==> src/rtl/tlb_pkg.sv <==
package tlb_pkg;
  localparam logic [7:0] SUP_MASK = 8'h08;
  localparam logic [7:0] USR_MASK = 8'h01;

  function automatic logic [7:0] perm_mask(input logic sup);
    return sup ? SUP_MASK : USR_MASK;
  endfunction
endpackage

==> src/rtl/tlb_match.sv <==
module tlb_match #(
  parameter int N      = 8,
  parameter int VPN_W  = 27,
  parameter int PFN_W  = 44,
  parameter int FLAG_W = 8
) (
  input  logic [N-1:0]      vld,
  input  logic [VPN_W-1:0]  vpn_tab [N],
  input  logic [PFN_W-1:0]  pfn_tab [N],
  input  logic [FLAG_W-1:0] flg_tab [N],
  input  logic [VPN_W-1:0]  key,
  input  logic [FLAG_W-1:0] mask,
  output logic [N-1:0]      hit_vec,
  output logic              hit,
  output logic [PFN_W-1:0]  hit_pfn
);
  for (genvar g = 0; g < N; g++) begin : g_cmp
    assign hit_vec[g] = vld[g] && (vpn_tab[g] == key) && ((flg_tab[g] & mask) != '0);
  end

  assign hit = |hit_vec;

  // at most one entry matches, so an OR of gated frames is a mux
  always_comb begin
    hit_pfn = '0;
    for (int i = 0; i < N; i++)
      hit_pfn = hit_pfn | ({PFN_W{hit_vec[i]}} & pfn_tab[i]);
  end
endmodule

==> src/rtl/tlb_refresh.sv <==
module tlb_refresh #(
  parameter int RATE = 16
) (
  input  logic clk,
  input  logic rst_n,
  input  logic tick,
  output logic clr
);
  localparam int CNT_W = (RATE > 1) ? $clog2(RATE) : 1;
  logic [CNT_W-1:0] cnt_q;

  assign clr = tick && (cnt_q == CNT_W'(RATE - 1));

  always_ff @(posedge clk or negedge rst_n) begin
    if (!rst_n)      cnt_q <= '0;
    else if (clr)    cnt_q <= '0;
    else if (tick)   cnt_q <= cnt_q + 1'b1;
  end
endmodule

==> src/rtl/tlb_slot_pick.sv <==
module tlb_slot_pick #(
  parameter int N     = 8,
  parameter int IDX_W = 3
) (
  input  logic [N-1:0]     dup_vec,
  input  logic [N-1:0]     free_vec,
  input  logic [IDX_W-1:0] rr_ptr,
  output logic [IDX_W-1:0] slot,
  output logic             use_rr
);
  // priority: resident page, then lowest free slot, then round robin
  always_comb begin
    slot   = rr_ptr;
    use_rr = 1'b1;
    for (int i = N - 1; i >= 0; i--) begin
      if (free_vec[i]) begin
        slot   = IDX_W'(i);
        use_rr = 1'b0;
      end
    end
    if (|dup_vec) begin
      use_rr = 1'b0;
      for (int i = N - 1; i >= 0; i--)
        if (dup_vec[i]) slot = IDX_W'(i);
    end
  end
endmodule

==> src/rtl/tlb_access_evict.sv <==
module tlb_access_evict #(
  parameter int ENTRIES      = 8,
  parameter int VPN_W        = 27,
  parameter int PFN_W        = 44,
  parameter int FLAG_W       = 8,
  parameter int OFF_W        = 12,
  parameter int REFRESH_RATE = 16
) (
  input  logic                     clk,
  input  logic                     rst_n,
  input  logic                     req_valid,
  input  logic [VPN_W+OFF_W-1:0]   req_vaddr,
  input  logic                     req_sup,
  input  logic                     fill_valid,
  input  logic [VPN_W-1:0]         fill_vpn,
  input  logic [PFN_W-1:0]         fill_pfn,
  input  logic [FLAG_W-1:0]        fill_flags,
  input  logic                     flush,
  output logic                     rsp_valid,
  output logic                     rsp_hit,
  output logic [PFN_W+OFF_W-1:0]   rsp_paddr
);
  localparam int VA_W  = VPN_W + OFF_W;
  localparam int PA_W  = PFN_W + OFF_W;
  localparam int IDX_W = (ENTRIES > 1) ? $clog2(ENTRIES) : 1;

  logic [ENTRIES-1:0] vld_q, acc_q;
  logic [VPN_W-1:0]   vpn_q [ENTRIES];
  logic [PFN_W-1:0]   pfn_q [ENTRIES];
  logic [FLAG_W-1:0]  flg_q [ENTRIES];
  logic [IDX_W-1:0]   rr_q;

  logic [ENTRIES-1:0] hit_vec, dup_vec, evict_vec, free_vec, acc_mid;
  logic [ENTRIES-1:0] vld_n, acc_n;
  logic               lk_hit, refresh_clr, use_rr, fill_go, full, dup_any;
  logic [PFN_W-1:0]   lk_pfn;
  logic [IDX_W-1:0]   slot;
  logic [FLAG_W-1:0]  mask;

  assign mask = FLAG_W'(tlb_pkg::perm_mask(req_sup));

  tlb_match #(.N(ENTRIES), .VPN_W(VPN_W), .PFN_W(PFN_W), .FLAG_W(FLAG_W)) u_match (
    .vld(vld_q), .vpn_tab(vpn_q), .pfn_tab(pfn_q), .flg_tab(flg_q),
    .key(req_vaddr[VA_W-1:OFF_W]), .mask(mask),
    .hit_vec(hit_vec), .hit(lk_hit), .hit_pfn(lk_pfn)
  );

  tlb_refresh #(.RATE(REFRESH_RATE)) u_refresh (
    .clk(clk), .rst_n(rst_n), .tick(req_valid), .clr(refresh_clr)
  );

  for (genvar g = 0; g < ENTRIES; g++) begin : g_dup
    assign dup_vec[g] = vld_q[g] && (vpn_q[g] == fill_vpn);
  end

  assign dup_any = |dup_vec;
  assign full    = &vld_q;
  assign fill_go = fill_valid && !flush;

  // reference bits after this cycle's clear and lookup, seen by the fill
  assign acc_mid   = (refresh_clr ? '0 : acc_q) | (req_valid ? hit_vec : '0);
  assign evict_vec = (fill_go && full && !dup_any) ? (vld_q & ~acc_mid) : '0;
  assign free_vec  = ~vld_q | evict_vec;

  tlb_slot_pick #(.N(ENTRIES), .IDX_W(IDX_W)) u_pick (
    .dup_vec(dup_vec), .free_vec(free_vec), .rr_ptr(rr_q),
    .slot(slot), .use_rr(use_rr)
  );

  always_comb begin
    vld_n = vld_q & ~evict_vec;
    acc_n = acc_mid & ~evict_vec;
    if (fill_go) begin
      vld_n[slot] = 1'b1;
      acc_n[slot] = 1'b1;
    end
    if (flush) begin
      vld_n = '0;
      acc_n = '0;
    end
  end

  always_ff @(posedge clk or negedge rst_n) begin
    if (!rst_n) begin
      vld_q <= '0;
      acc_q <= '0;
      rr_q  <= '0;
    end else begin
      vld_q <= vld_n;
      acc_q <= acc_n;
      if (fill_go && use_rr)
        rr_q <= (rr_q == IDX_W'(ENTRIES - 1)) ? '0 : rr_q + 1'b1;
    end
  end

  always_ff @(posedge clk) begin
    if (fill_go) begin
      vpn_q[slot] <= fill_vpn;
      pfn_q[slot] <= fill_pfn;
      flg_q[slot] <= fill_flags;
    end
  end

  always_ff @(posedge clk or negedge rst_n) begin
    if (!rst_n) begin
      rsp_valid <= 1'b0;
      rsp_hit   <= 1'b0;
      rsp_paddr <= '0;
    end else begin
      rsp_valid <= req_valid;
      rsp_hit   <= req_valid && lk_hit;
      rsp_paddr <= (req_valid && lk_hit) ? {lk_pfn, req_vaddr[OFF_W-1:0]} : PA_W'(0);
    end
  end
endmodule

==> config.mk <==
export PLATFORM = sky130hd
export DESIGN_NAME = tlb_access_evict
export DESIGN_NICKNAME = d
export VERILOG_FILES = /design/src/rtl/tlb_pkg.sv /design/src/rtl/tlb_match.sv /design/src/rtl/tlb_refresh.sv /design/src/rtl/tlb_slot_pick.sv /design/src/rtl/tlb_access_evict.sv
export SDC_FILE = /design/constraint.sdc
export NUM_CORES = 1
export LEC_CHECK = 0
export BUFFER_PORTS_ARGS = -buffer_cell sky130_fd_sc_hd__buf_4
export CAP_MARGIN = 20
export CORE_AREA = 2 2 328 249
export CTS_CLUSTER_DIAMETER = 50
export DETAILED_ROUTE_END_ITERATION = 7
export DIE_AREA = 0 0 330 251
export PLACE_DENSITY = 0.5
export SETUP_SLACK_MARGIN = 0.1
export SLEW_MARGIN = 15
export SYNTH_ARGS = -nofsm -noshare
export SYNTH_HDL_FRONTEND = slang
export SYNTH_SLANG_ARGS = --single-unit
==> constraint.sdc <==
create_clock -name clk -period 10.97 [get_ports clk]
set_input_delay 1.097 -clock clk [delete_from_list [all_inputs] [get_ports clk]]
set_output_delay 1.097 -clock clk [all_outputs]
set_load 0.1 [all_outputs]
==> summary.txt, run 1 <==
Yosys
  • Post-synth design cell area: 0.02768 mm2
  • Synth top cells by count: 584 x edfxtp_1, 230 x xor2_1, 195 x xnor2_1
  • Avg Inst Size Synth: 15.66 um2
  • Syn. warnings: 0
  • Post-synth top area cell: edfxtp_1
  • Top cells by area, synth: edfxtp_1 63%, dfrtp_1 7.3%, xor2_1 7.3%
  • Sequential area share after synthesis: 70.67%
  • Synth cell types: 75
  • Net count after synthesis: 1895
  • Main synth FF type: edfxtp_1
  • Ys async rst share: 12.18%
  • Top cell type's share of synthesized area: 63.35%
  • Synth Register Bits: 665
  • Post-Synthesis Cells: 1768
  • Count leader, synth: edfxtp_1
  • EDFF count, synth: 584

Die
  • Row Count: 90
  • CORE AREA: 0.07973 mm2
  • DIE HEIGHT: 251 um
  • Die X: 330 um
  • Die area: 0.08283 mm2
  • Initial core utilization: 34.72%
  • IO Pins: 182

STA
  • Worst slew margin: 22.98%
  • Clock skew: 0.03481 ns
  • Setup TNS Final: 0 ns
  • Unrepaired setup endpoints after global routing: no
  • Final worst slack: 4.299 ns
  • Worst hold slack: 0.4937 ns
  • Hold Vio Cnt, Final: 0
  • Pins Over Slew Limit: 0
  • Setup violators final: 0
  • Slew @ Worst Pin: 1.145 ns
  • Tmin final: 6.671 ns
  • Crit share post-route: 60.81%
  • Fmax: 149.9 MHz

Placement
  • Dpl ws: 3.586 ns
  • GP Congestion: 0.8529
  • # port buffers: 175
  • Hpwl dp: 49.94 mm

Setup path
  • Most frequent CP cell: buf_4
  • Worst EP required: 11.22 ns
  • Slowest-stage cell, CP: nor2_4
  • Worst Setup SP: req_vaddr[36]
  • Critical path class: in2reg
  • CP startpoint kind: input pin
  • Cell chain of the critical path: buf_4 > xnor2_1 > o211ai_1 > or4_1 > nor4_4 > buf_4 > a22oi_1 > o211a_1 > a21oi_1 > a21boi_1 > o22a_1 > inv_2 > nor2_4 > buf_4
  • Critical Path Sink Type: flop
  • CP max stage delay: 0.88 ns
  • RR Startpoint: vpn_q[132]
  • Critical path peak fanout: 48
  • Crit path DAT: 6.93 ns

Route
  • Routed len/inst: 27.86 um
  • Vias: 16354
  • Total Wirelength: 85.21 mm
  • Pre-antenna DRT Iters: 8
  • Vias/cell: 5.346
  • # DRC: 16
  • DRT antenna net count: 0
  • Drt first-iter violations: 1673

Cells and area
  • Area delta synth->final: 18.09%
  • Layout cell share with drive strength beyond 1: 17.10%
  • Final core utilization: 41.00%
  • Filler cells: 7316
  • # nets final: 2063

Global routing
  • Vias in the first global route: 16343
  • Initial antenna violation count: 4
  • Tot GR Track Use: 20.43%
  • Grt ovf: 0
  • First-pass GRT wire length: 120.2 mm
  • Largest net degree at the start of global routing: 53

Clocking
  • H-tree levels: 3
  • Hold_buf cts: 0
  • Reg clk slew, reported paths: 0.06 ns
  • Max Root-Sink Buffers: 3
  • Post-cts resize count: 0
  • Cts bufs inserted: 77
  • Root Buffer: clkbuf_16
  • Worst-skew pair later-pin latency: 0.64 ns
  • CTS tree: yes
  • CTS sink count: 665
  • Setup bufs post-CTS: 0

Worst hold path
  • Worst min-delay path class: reg2reg
  • Hold wc startpoint: u_refresh.cnt_q[3]

Flow run
  • Max Cap Viol: 0

Pwr
  • PnR Total Power: 0.005712 W
  • Lkg Pwr: 10.89 nW
  • Worst vdd ir: 0.1106 mV
  • PwrDens: 174.7 mW/mm2

Status
  • Status: complete, but fails checks
  • Violated checks: DRC
[registers in the layout, summed over array words and instances, names as in the netlist]
signal,flops
pfn_q,352
vpn_q,216
rsp_paddr,56
flg_q,16
acc_q,8
vld_q,8
u_refresh.cnt_q,4
rr_q,3
rsp_hit,1
rsp_valid,1
[report_power, final]
part           total [W]  switching, W  internal, W
registers        0.00282     0.0000220      0.00280
clock network    0.00259       0.00105      0.00154
logic           0.000303      0.000206    0.0000970
total            0.00571       0.00128      0.00443
[worst max-delay path: cells and delay by family]
kind / cells / cell delay (ns)
AO/OA/AOI/OAI: 6 / 1.77
AND/OR/NAND/NOR: 3 / 1.81
buffers and inverters: 4 / 1.94
XOR/XNOR: 1 / 0.15
[placed cells by master, fill, tap and decap left out, drive strengths merged, types with 4 or more instances in the layout]
cell type	netlist	final
nor4	71	71
o22ai	6	6
or3	4	4
a222oi	47	47
nor2b	4	4
dfrtp	81	81
bufinv	0	7
nand2	68	68
o211a	4	4
o21ai	13	13
o211ai	4	4
clkbuf	50	103
nand2b	4	4
xor2	230	230
a21oi	5	5
a31oi	42	42
nor3	15	15
and2	15	15
edfxtp	584	584
nor2	12	12
clkinv	0	28
nand3	17	17
mux2i	7	7
xnor2	195	195
a221oi	43	43
inv	17	21
nand4	67	67
buf	58	197
a22oi	9	9
a22o	44	44
[per-stage QoR]
step           cell area (um2)  cells
2_1_floorplan            27680   1768
3_3_place_gp             30110   2915
3_5_place_dp             30110   2915
4_1_cts                  32690   3058
5_1_grt                  32690   3058
6_report                 32690   3059
[area by class of cell]
class                   instances  area (um2)  share of cell area [%]
inverters                      17       66.31                  0.2028
flip-flops and latches        665       19560                   59.84
well taps                    1058        1324                   4.049
repair buffers                197        1479                   4.524
clock inverters                40       460.4                   1.408
diodes                          1       2.502                0.007655
clock buffers                 103        2118                   6.480
multi-input cells             978        7677                   23.48
[logic make-up (layout without fill, tap and decap cells)]
| group | count (synthesis) | count (layout) | synth area share, % |
|---|---|---|---|
| AOI/OAI and AO/OA | 254 | 254 | 7.643 |
| buffers and inverters | 125 | 357 | 1.980 |
| other | 0 | 1 | 0 |
| xor gates and xnor gates | 425 | 425 | 13.45 |
| adders and majority gates | 3 | 3 | 0.1356 |
| and+or+nand+nor | 286 | 286 | 5.749 |
| muxes | 10 | 10 | 0.3751 |
| DFF | 665 | 665 | 70.67 |
[path summary, 6_finish.rpt]
path                                            to  cells past startpoint  slack [ns]
worst min register to register  u_refresh.cnt_q[3]                      1        0.49
worst max-delay path                    pfn_q[143]                     14        4.30
worst min-delay path            u_refresh.cnt_q[3]                      1        0.49
max in group asynchronous            rsp_paddr[23]                      2        9.33
worst max register to register          pfn_q[143]                     13        4.61
min in group asynchronous            rsp_paddr[21]                      1        0.54
[per-layer routing]
metal / GRT usage, % / vias up / share of wire [%]
met4: 4.551 / 2 / 1.9
met1: 29.52 / 8452 / 45
met3: 5.571 / 105 / 8.1
met2: 30.67 / 609 / 45
li1: - / 7186 / -
met5: 0 / - / 0.019
No activity file was read; power rests on OpenSTA's default activity.
==> run 2, diff against run 1 <==
--- a/config.mk
+++ b/config.mk
@@ -5,13 +5,14 @@
 export SDC_FILE = /design/constraint.sdc
 export NUM_CORES = 1
 export LEC_CHECK = 0
+export ABC_AREA = 1
 export BUFFER_PORTS_ARGS = -buffer_cell sky130_fd_sc_hd__buf_4
 export CAP_MARGIN = 20
-export CORE_AREA = 2 2 328 249
+export CORE_AREA = 2 2 351 266
 export CTS_CLUSTER_DIAMETER = 50
 export DETAILED_ROUTE_END_ITERATION = 7
-export DIE_AREA = 0 0 330 251
-export PLACE_DENSITY = 0.5
+export DIE_AREA = 0 0 353 268
+export PLACE_DENSITY = 0.51
 export SETUP_SLACK_MARGIN = 0.1
 export SLEW_MARGIN = 15
 export SYNTH_ARGS = -nofsm -noshare
==> constraint.sdc (replaced) <==
create_clock -name clk -period 5.98 [get_ports clk]
set_input_delay 0.598 -clock clk [delete_from_list [all_inputs] [get_ports clk]]
set_output_delay 0.598 -clock clk [all_outputs]
set_load 0.1 [all_outputs]
==> run 2 against run 1 <==
  * Die area rose by 14%
  * Synthesized area rose by 15%
  * Total power rose by 96%
  * The run now ends clean
  * Hold slack got worse by 0.32 ns
  * Core utilization rose by 0.67 points
  * Critical endpoint is now vpn_q[209]
==> summary.txt, run 2 <==
Setup path
  • Critical Path Sink Type: flop
  • RR Startpoint: vpn_q[174]
  • Worst Setup SP: fill_vpn[23]
  • Slowest-stage cell, CP: inv_1
  • Worst r2r path cells: 28 (+15)
  • CP max stage delay: 0.67 ns (-0.21 ns)
  • Reg-to-reg endpoint: vpn_q[164]
  • Most frequent CP cell: nand2_1
  • Critical path peak fanout: 29 (-40%)
  • Reg-to-reg setup timing slack: 1.55 ns (-3.06 ns)
  • Crit path DAT: 5.02 ns (-1.91 ns)
  • CP startpoint kind: input pin
  • Critical path class: in2reg
  • Worst EP required: 6.28 ns (-4.94 ns)

STA
  • Setup TNS Final: 0 ns (unchanged)
  • Final worst slack: 1.258 ns (-3.041 ns)
  • Worst slew margin: 33.02% (+10 points)
  • Pins Over Slew Limit: 0 (unchanged)
  • Tmin final: 4.722 ns
  • Unrepaired setup endpoints after global routing: no
  • Slew @ Worst Pin: 1.004 ns (-0.1411 ns)
  • Crit share post-route: 78.96%
  • Hold Vio Cnt, Final: 0 (unchanged)
  • Clock skew: 0.02786 ns (-0.006951 ns)
  • Setup violators final: 0 (unchanged)
  • Fmax: 211.8 MHz

Cells and area
  • Layout cell share with drive strength beyond 1: 12.63% (-4.5 points)
  • Area delta synth->final: 19.54%
  • Filler cells: 8988 (+23%)
  • Largest register FFs: 352 (unchanged)
  • # nets final: 3544 (+72%)
  • Most common cell after layout, fill and taps aside: nand2_1
  • Largest regs: pfn_q x352, vpn_q x216, rsp_paddr x56
  • Largest register by flop count: pfn_q
  • Commonest non-fill, non-tap cells in the layout: 812 x nand2_1, 584 x edfxtp_1, 388 x inv_1
  • Post-layout instance area: 0.03795 mm2 (+16%)

Yosys
  • Ys async rst share: 12.18% (unchanged)
  • Net count after synthesis: 3320 (+75%)
  • Post-synth design cell area: 0.03174 mm2 (+15%)
  • Syn. warnings: 0 (unchanged)
  • EDFF count, synth: 584 (unchanged)
  • Top cells by area, synth: edfxtp_1 55%, nand2_1 9.6%, dfrtp_1 6.4%
  • Synth cell types: 50 (-33%)
  • Top cell type's share of synthesized area: 55.24% (-8.1 points)
  • Main synth FF type: edfxtp_1
  • Avg Inst Size Synth: 9.942 um2 (-37%)
  • Sequential area share after synthesis: 61.63% (-9.0 points)
  • Synth Register Bits: 665 (unchanged)
  • Post-synth top area cell: edfxtp_1
  • Count leader, synth: nand2_1
  • Synth top cells by count: 812 x nand2_1, 584 x edfxtp_1, 396 x inv_1
  • Post-Synthesis Cells: 3193 (+81%)

Worst hold path
  • WHS Endpoint: rsp_paddr[9]
  • Worst min-delay path class: in2reg
  • Worst Hold Path Cells: 3 (+2)
  • Hold wc startpoint: req_vaddr[9]

Clocking
  • CTS tree: yes
  • Max Root-Sink Buffers: 3 (unchanged)
  • H-tree levels: 3 (unchanged)
  • Post-cts resize count: 0 (unchanged)
  • Reg clk slew, reported paths: 0.06 ns (about the same)
  • Worst-skew pair later-pin latency: 0.66 ns (+0.02 ns)
  • Root Buffer: clkbuf_16
  • Setup bufs post-CTS: 0 (unchanged)
  • CTS sink count: 665 (unchanged)
  • Cts bufs inserted: 86 (+12%)

Global routing
  • Initial antenna violation count: 11 (+7)
  • First-pass GRT wire length: 187.3 mm (+56%)
  • Largest net degree at the start of global routing: 46 (-13%)
  • Vias in the first global route: 24510 (+50%)
  • Tot GR Track Use: 28.08% (+7.6 points)
  • Grt ovf: 0 (unchanged)

Pwr
  • PwrDens: 295.4 mW/mm2 (+69%)
  • Worst vdd ir: 0.1975 mV (+79%)
  • Lkg Pwr: 15.22 nW (+40%)

Placement
  • Hpwl dp: 88.56 mm (+77%)
  • Dpl ws: 0.7962 ns (-2.789 ns)
  • Post-DP Area: 0.03498 mm2 (+16%)
  • GP Congestion: 1.001 (+17%)
  • # port buffers: 175 (unchanged)

Route
  • Pre-antenna DRT Iters: 6 (-2)
  • Drt first-iter violations: 3828 (+130%)
  • Vias: 26301 (+61%)
  • Routed len/inst: 28.87 um (+3.6%)
  • DRT antenna net count: 0 (unchanged)
  • Vias/cell: 5.576 (+4.3%)
  • Total Wirelength: 136.2 mm (+60%)
  • # DRC: 0 (-16)

Status
  • Status: complete, no violations

Die
  • Die area: 0.09460 mm2 (+14%)
  • Initial core utilization: 34.87% (+0.14 points)
  • IO Pins: 182 (unchanged)
  • CORE AREA: 0.09105 mm2 (+14%)
  • Row Count: 96 (+6.7%)
  • DIE HEIGHT: 268 um (+6.8%)
  • Die X: 353 um (+7.0%)

Flow run
  • Max Cap Viol: 0 (unchanged)
[run 2: changes by cell type after synthesis, sizes merged, moves of 42 or more]
| cell | before | now |
|---|---|---|
| nor2 | 12 | 248 |
| a32o | 1 | 51 |
| a31oi | 42 | 0 |
| xnor2 | 195 | 87 |
| a222oi | 47 | 0 |
| o21ai | 13 | 150 |
| inv | 17 | 405 |
| o22ai | 6 | 48 |
| nand3 | 17 | 196 |
| xor2 | 230 | 47 |
| nand2 | 68 | 815 |
[run 2: cell families after synthesis]
group,Yosys count,share of synthesized area [%]
adder cells (fa/ha/maj),3,0.1183
AND/OR/NAND/NOR,1529,21.21
XOR/XNOR,134,3.697
AO/OA/AOI/OAI,336,6.909
buffers and inverters,525,6.405
flip-flops,665,61.63
multiplexers,1,0.03547
[run 2: routing by layer]
metal / share of wire, % / global-route usage (%) / vias to the layer above / wire [um]
met5: 0.0095 / 0 / - / 13
met4: 3.6 / 9.488 / 2 / 4959
met3: 12 / 7.735 / 294 / 15800
met2: 41 / 39.52 / 1622 / 55260
met1: 44 / 41.34 / 12899 / 60130
li1: - / - / 11484 / -
[run 2: repair_timing]
item / in CTS / in global routing
setup endpoints to repair: 0 / 0
hold buffers: 1 / 0
hold endpoints to repair: 5 / 0
[run 2: power breakdown]
part	total, W	internal (W)	leakage [nW]	switching, W
logic	0.000785	0.000194	7.39	0.000591
registers	0.00513	0.00511	6.39	0.0000271
clock network	0.00529	0.00317	1.44	0.00212
[run 2: how the worst max path moves through the flow]
| stage | cells past startpoint | slack (ns) | to |
|---|---|---|---|
| 6_report | 31 | 1.26 | vpn_q[209] |
| 5_1_grt | 31 | 0.93 | vpn_q[164] |
| 4_1_cts | 33 | 1.46 | pfn_q[70] |
| 3_5_place_dp | 33 | 0.80 | pfn_q[78] |
| 3_3_place_gp | 33 | 0.78 | vpn_q[212] |
| 2_1_floorplan | 17 | 1.27 | flg_q[11] |
[run 2: cell type report]
type,instances,area [um2],area share (%)
sequential,665,19560,51.55
multi-input combinational,2003,10200,26.89
clock buffer,120,2452,6.462
timing repair buffer,251,2137,5.632
inverter,410,1559,4.108
tap,1225,1533,4.039
clock inverter,42,498.0,1.312
antenna,1,2.502,0.006594
[run 2: per-stage QoR]
stage | power [W] | instances | utilization [%] | hold slack, ns
floorplan | 0.005543 | 3193 | - | 0.3024
global placement | 0.005974 | 4553 | 38.42 | 0.4868
detailed placement | 0.005973 | 4553 | 38.42 | 0.4943
CTS | 0.01125 | 4716 | 41.68 | 0.1369
global route | 0.01151 | 4716 | 41.68 | 0.1460
finish | 0.01121 | 4717 | 41.68 | 0.1742
[run 2: critical path: cells and delay by family]
kind | cells | cell delay (ns)
AO/OA/AOI/OAI | 1 | 0.11
buffers and inverters | 6 | 1.59
AND/OR/NAND/NOR | 24 | 2.66
